`src/rtl/nand_cache_prog_seq.sv`:
```
module nand_cache_prog_seq #(
  parameter int ROW_W      = 24,
  parameter int ADDR_CYC   = 5,
  parameter int PAGE_BYTES = 2112,
  parameter int MAX_PAGES  = 64,
  parameter int BLK_PAGES  = 64,
  parameter int CNT_W      = 8,
  parameter int STROBE     = 2,
  parameter int TWB        = 4,
  parameter int TMO_W      = 24
) (
  input  logic             clk,
  input  logic             rst_n,
  input  logic             req_valid,
  output logic             req_ready,
  input  logic [ROW_W-1:0] req_row,
  input  logic [CNT_W-1:0] req_count,
  input  logic             end_cache,
  input  logic [TMO_W-1:0] timeout_lim,
  input  logic             din_valid,
  output logic             din_ready,
  input  logic [7:0]       din_data,
  output logic [7:0]       bus_out,
  output logic             bus_oe,
  input  logic [7:0]       bus_in,
  output logic             cmd_latch,
  output logic             addr_latch,
  output logic             wr_strobe_n,
  output logic             rd_strobe_n,
  input  logic             flash_ready,
  output logic             done,
  output logic             err_reject,
  output logic             err_timeout,
  output logic             err_program
);
  localparam int PH_W  = $clog2(STROBE + 1);
  localparam int IDX_W = $clog2(PAGE_BYTES + ADDR_CYC + TWB + 1);
  localparam int BLK_W = $clog2(BLK_PAGES);

  typedef enum logic [3:0] {
    S_IDLE, S_CMD, S_ADDR, S_DATA, S_CONF, S_WB, S_BUSY, S_STC, S_RD
  } st_t;

  st_t              st;
  logic [PH_W-1:0]  ph;
  logic [IDX_W-1:0] idx;
  logic [ROW_W-1:0] row;
  logic [CNT_W-1:0] left;
  logic             mode, have;
  logic [TMO_W-1:0] lim, tcnt;
  logic [7:0]       dbyte, stat;

  logic [CNT_W:0]      span;
  logic                bad, wr_st, act, low, step, last;
  logic [ROW_W+15:0]   abus;

  assign span = (CNT_W+1)'(req_row[BLK_W-1:0]) + (CNT_W+1)'(req_count);
  assign bad  = (req_count == '0) || (req_count > CNT_W'(MAX_PAGES)) ||
                (span > (CNT_W+1)'(BLK_PAGES));

  assign wr_st = (st == S_CMD) || (st == S_ADDR) || (st == S_CONF) ||
                 (st == S_STC) || (st == S_DATA && have);
  assign act   = wr_st || (st == S_RD);
  assign low   = act && (ph < PH_W'(STROBE));
  assign step  = act && (ph == PH_W'(STROBE));
  assign last  = (left == CNT_W'(1));
  assign abus  = {row, 16'h0000};

  assign req_ready   = (st == S_IDLE);
  assign din_ready   = (st == S_DATA) && !have;
  assign bus_oe      = wr_st;
  assign cmd_latch   = (st == S_CMD) || (st == S_CONF) || (st == S_STC);
  assign addr_latch  = (st == S_ADDR);
  assign wr_strobe_n = !(low && st != S_RD);
  assign rd_strobe_n = !(low && st == S_RD);

  always_comb begin
    case (st)
      S_CMD:   bus_out = 8'h80;
      S_ADDR:  bus_out = abus[int'(idx)*8 +: 8];
      S_DATA:  bus_out = dbyte;
      S_CONF:  bus_out = (last && !mode) ? 8'h10 : 8'h15;
      S_STC:   bus_out = 8'h70;
      default: bus_out = 8'h00;
    endcase
  end

  always_ff @(posedge clk or negedge rst_n) begin
    if (!rst_n) begin
      st <= S_IDLE; ph <= '0; idx <= '0; row <= '0; left <= '0;
      mode <= 1'b0; have <= 1'b0; lim <= '0; tcnt <= '0;
      dbyte <= '0; stat <= '0; done <= 1'b0;
      err_reject <= 1'b0; err_timeout <= 1'b0; err_program <= 1'b0;
    end else begin
      done <= 1'b0;
      if (act) ph <= step ? '0 : ph + PH_W'(1);
      case (st)
        S_IDLE: if (req_valid) begin
          err_reject <= 1'b0; err_timeout <= 1'b0; err_program <= 1'b0;
          if (bad) begin
            err_reject <= 1'b1;
            done       <= 1'b1;
          end else begin
            row  <= req_row;
            left <= req_count;
            mode <= end_cache;
            lim  <= timeout_lim;
            ph   <= '0;
            st   <= S_CMD;
          end
        end
        S_CMD: if (step) begin
          idx <= '0;
          st  <= S_ADDR;
        end
        S_ADDR: if (step) begin
          if (idx == IDX_W'(ADDR_CYC - 1)) begin
            idx <= '0;
            st  <= S_DATA;
          end else idx <= idx + IDX_W'(1);
        end
        S_DATA: begin
          if (!have && din_valid) begin
            dbyte <= din_data;
            have  <= 1'b1;
          end
          if (step) begin
            have <= 1'b0;
            if (idx == IDX_W'(PAGE_BYTES - 1)) begin
              idx <= '0;
              st  <= S_CONF;
            end else idx <= idx + IDX_W'(1);
          end
        end
        S_CONF: if (step) begin
          idx  <= '0;
          tcnt <= '0;
          st   <= S_WB;
        end
        S_WB: begin
          if (idx == IDX_W'(TWB - 1)) st <= S_BUSY;
          else idx <= idx + IDX_W'(1);
        end
        S_BUSY: begin
          if (flash_ready) begin
            tcnt <= '0;
            if (last) st <= S_STC;
            else begin
              left <= left - CNT_W'(1);
              row  <= row + ROW_W'(1);
              st   <= S_CMD;
            end
          end else if (tcnt == lim) begin
            err_timeout <= 1'b1;
            done        <= 1'b1;
            st          <= S_IDLE;
          end else tcnt <= tcnt + TMO_W'(1);
        end
        S_STC: if (step) st <= S_RD;
        S_RD: begin
          if (ph == PH_W'(STROBE - 1)) stat <= bus_in;
          if (step) begin
            if (stat[5]) begin
              err_program <= stat[0] | stat[1];
              done        <= 1'b1;
              st          <= S_IDLE;
            end else if (tcnt == lim) begin
              err_timeout <= 1'b1;
              done        <= 1'b1;
              st          <= S_IDLE;
            end else tcnt <= tcnt + TMO_W'(1);
          end
        end
        default: st <= S_IDLE;
      endcase
    end
  end

  a_r11_one_strobe: assert property (@(posedge clk) disable iff (!rst_n)
    !(!wr_strobe_n && !rd_strobe_n));
  a_r11_latch_excl: assert property (@(posedge clk) disable iff (!rst_n)
    !(cmd_latch && addr_latch));
  a_r10_done_pulse: assert property (@(posedge clk) disable iff (!rst_n)
    done |=> !done);
  a_r4_ready_before_next: assert property (@(posedge clk) disable iff (!rst_n)
    (st == S_CMD && $past(st) == S_BUSY) |-> $past(flash_ready));
  a_r7_no_write_polling: assert property (@(posedge clk) disable iff (!rst_n)
    (st == S_RD) |-> wr_strobe_n);
endmodule

```
`config.mk`:
```
export PLATFORM = sky130hd
export DESIGN_NAME = nand_cache_prog_seq
export DESIGN_NICKNAME = d
export VERILOG_FILES = /design/src/rtl/nand_cache_prog_seq.sv
export SDC_FILE = /design/constraint.sdc
export NUM_CORES = 1
export LEC_CHECK = 0
export BUFFER_PORTS_ARGS = -buffer_cell sky130_fd_sc_hd__clkbuf_2
export CORE_ASPECT_RATIO = 1.4
export CORE_MARGIN = 5
export CORE_UTILIZATION = 25
export DETAILED_ROUTE_END_ITERATION = 10
export MAX_ROUTING_LAYER = met4
export PLACE_DENSITY = 0.41
export SLEW_MARGIN = 10
export SYNTH_ARGS = -nofsm -noshare
export SYNTH_HDL_FRONTEND = slang
export SYNTH_SLANG_ARGS = --single-unit
```
`constraint.sdc`:
```
create_clock -name clk -period 4.1 [get_ports clk]
set_input_delay 0.205 -clock clk [delete_from_list [all_inputs] [get_ports clk]]
set_output_delay 0.205 -clock clk [all_outputs]
set_load 0.1 [all_outputs]
```
==> results by group <==
Outcome
  • Status: complete, no violations

Timing
  • Slew Viols, Final: 0
  • Final hold violations: 0
  • Final Setup Violations: 0
  • Slew @ Worst Pin: 838.4 ps
  • Clock skew: 7.375 ps
  • Final worst slack: 1051 ps
  • Worst slew margin: 0.4411
  • Final worst path period share: 0.7436
  • Fin Setup TNS: 0 ps
  • Hold_ws: 20.77 ps
  • Min Tclk post-route: 3049 ps
  • Unrepaired setup endpoints after global routing: false
  • Fmax: 328.0 MHz

Synth
  • Syn avg cell area: 9.093 µm²
  • Gate Count Post-Synth: 777
  • Ys async rst share: 1.000
  • Yosys reg bits: 115
  • Primary FF master, synth: dfrtp_1
  • Post-synth cell types: 78
  • Syn Nets: 868
  • Sequential fraction of the synthesis area: 0.4073
  • EDFF count, synth: 0
  • Warnings from Yosys: 0
  • Area of the mapped netlist: 7066 µm²

Clocking
  • Clk sinks: 115
  • H-tree levels: 4
  • Post_cts resized: 0
  • CTS clk-pin slew, worst paths: 60 ps
  • Latest clock arrival within the worst-skew pair: 420 ps
  • CTS tree: done
  • Root buf cell: clkbuf_16
  • Clk buf depth: 2
  • CTS buffer count: 17

Power
  • VDD IR max: 0.3177 mV
  • Pwr dens: 768.8 nW/µm²
  • Pleak: 3.716 nW

Worst setup path
  • CP Max Fanout: 21
  • CP arrival: 2840 ps
  • CP Class: flop to output port
  • Critical Path Start Type: flop
  • Crit. End Element: output port
  • Critical Path RT: 3890 ps

Flow run
  • Max Cap Viol: 0

Routing
  • Routed met3 length: 526 µm
  • Met2 Wirelength: 11.44 mm
  • DRC errors left: 0
  • Vias: 6,078
  • DR vias/cell: 4.878
  • Drt first pass iters: 5
  • Drt total wl: 21.33 mm
  • Drt initial violations: 335
  • Routed Antenna Nets: 0
  • Highest routed layer: met4
  • Routed WL per cell: 17.12 µm
  • M1 wire length: 8.840 mm

Cells and area
  • Final instance area: 8513 µm²
  • Final #Nets: 954
  • Final core occ: 0.3068
  • Share of cells above drive strength 1: 0.2217
  • Most frequent cells in the layout: dfrtp_1 (115), nor2_1 (93), clkbuf_2 (90), nand2_1 (65), o21ai_0 (61)
  • Filler instances: 3,016
  • Layout area overhead: 20.49%
  • Leading cell type in the layout, fill and taps excluded: dfrtp_1

Floorplanning
  • Die width: 152.1 µm
  • Io pins: 97
  • Die height: 208.9 µm
  • Initial Utilization: 0.2546
  • Full die area: 31,770 µm²
  • Core box area: 27,750 µm²
  • Row count: 72

Global route
  • First-pass GRT wire length: 34.86 mm
  • Largest net degree at the start of global routing: 57
  • GR Util All Layers: 0.1403
  • Vias in the first global route: 6,475
  • Initial antenna violation count: 1
  • Total grt overflow: 0

Placed design
  • DP HPWL: 15.73 mm
  • Placed inst area: 7838 µm²
  • Placer's final routability congestion estimate: 0.7896
  • Worst slack, placed: 806.2 ps
  • IO buf count: 91

Worst hold path
  • Min-Delay Path Class: input port to flop
[final cells by class]
class,count,area [µm²],share of cell area
diodes,1,2.502,0.0002939
clock inverters,13,183.9,0.02160
multi-input cells,611,3911,0.4594
flip-flops and latches,115,2878,0.3380
inverters,10,37.54,0.004409
well taps,370,462.9,0.05438
clock buffers,18,439.2,0.05159
repair buffers,108,598.1,0.07025
[routing by layer]
layer,GRT usage,vias to the layer above
met5,-,-
met4,0.05459,0
met3,0.02442,27
met2,0.2474,109
met1,0.1582,2929
li1,-,3013
[report_power, final]
part / total, mW / internal (mW) / switching, mW
Clock: 1.59 / 1.03 / 0.561
Combinational: 2.85 / 0.966 / 1.89
Sequential: 2.10 / 1.57 / 0.529
[path summary, 6_finish.rpt]
check                          startpoint    endpoint  slack (ps)  depth (start not counted)
max                                 st[1]  bus_out[0]        1050                          5
min                        timeout_lim[0]      lim[0]          20                          2
max reg2reg                        idx[0]      idx[1]        1180                          7
min reg2reg                    err_reject  err_reject         490                          1
max in group asynchronous           rst_n     tcnt[1]        2710                          3
min in group asynchronous           rst_n    dbyte[1]         430                          2
[sequential cells by signal, indices dropped and copies added (netlist names)]
| name | count |
|---|---|
| have | 1 |
| mode | 1 |
| lim | 24 |
| done | 1 |
| err_timeout | 1 |
| err_reject | 1 |
| tcnt | 24 |
| stat | 3 |
| err_program | 1 |
| left | 8 |
| st | 4 |
| idx | 12 |
| row | 24 |
| ph | 2 |
| dbyte | 8 |
[logic make-up (layout without fill, tap and decap cells)]
family | count (synthesis) | after routing | synth area share
multiplexers | 48 | 48 | 0.07455
buffers and inverters | 51 | 149 | 0.04179
flip-flops | 115 | 115 | 0.4073
adder cells (fa/ha/maj) | 13 | 13 | 0.02408
AND/OR/NAND/NOR | 296 | 296 | 0.2106
AO/OA/AOI/OAI | 211 | 211 | 0.1884
other | 0 | 1 | 0
XOR/XNOR | 43 | 43 | 0.05330
[cells in the mapped netlist, drive strengths merged, types with 4 or more instances]
cell type    n  share of area
nand3       24          0.017
a32oi        4         0.0060
a22oi        4         0.0043
o211ai       6         0.0071
inv          9         0.0048
xnor2        7         0.0087
nor4        13          0.015
and2         4         0.0035
dfrtp      115           0.41
nand2       66          0.035
mux2i       11          0.016
mux2        37          0.059
o21ai       69          0.049
nand4       13          0.012
o21a         6         0.0064
and4         4         0.0050
a2bb2oi     11          0.014
nand2b       7         0.0073
and3        20          0.018
o31ai        7         0.0074
a21oi       52          0.037
a31oi       13          0.012
nor2        95          0.051
or3          6         0.0053
o22a         5         0.0062
clkbuf      24          0.021
o22ai       10         0.0089
ha          12          0.021
buf         17          0.015
nor3        19          0.013
xor2        36          0.045
nor2b        6         0.0053
a211oi       5         0.0060
[worst max-delay path: stages (launching register included)]
cell      delay, ps
dfrtp_1         770
nand2_1         240
nor3_1          650
nand2_1         110
o211ai_1        160
clkbuf_2        500
[metrics by stage]
step / cells / power (mW)
2_1_floorplan: 777 / 4.272
3_5_place_dp: 1209 / 4.998
6_report: 1246 / 6.545
3_3_place_gp: 1209 / 4.991
4_1_cts: 1244 / 6.632
5_1_grt: 1246 / 6.981
[what timing repair did]
item                                   in CTS  in global routing
hold buffers                                4                  1
endpoints found under the hold margin      57                  1
buffers inserted                            0                  0
No activity file was read; power rests on OpenSTA's default activity.
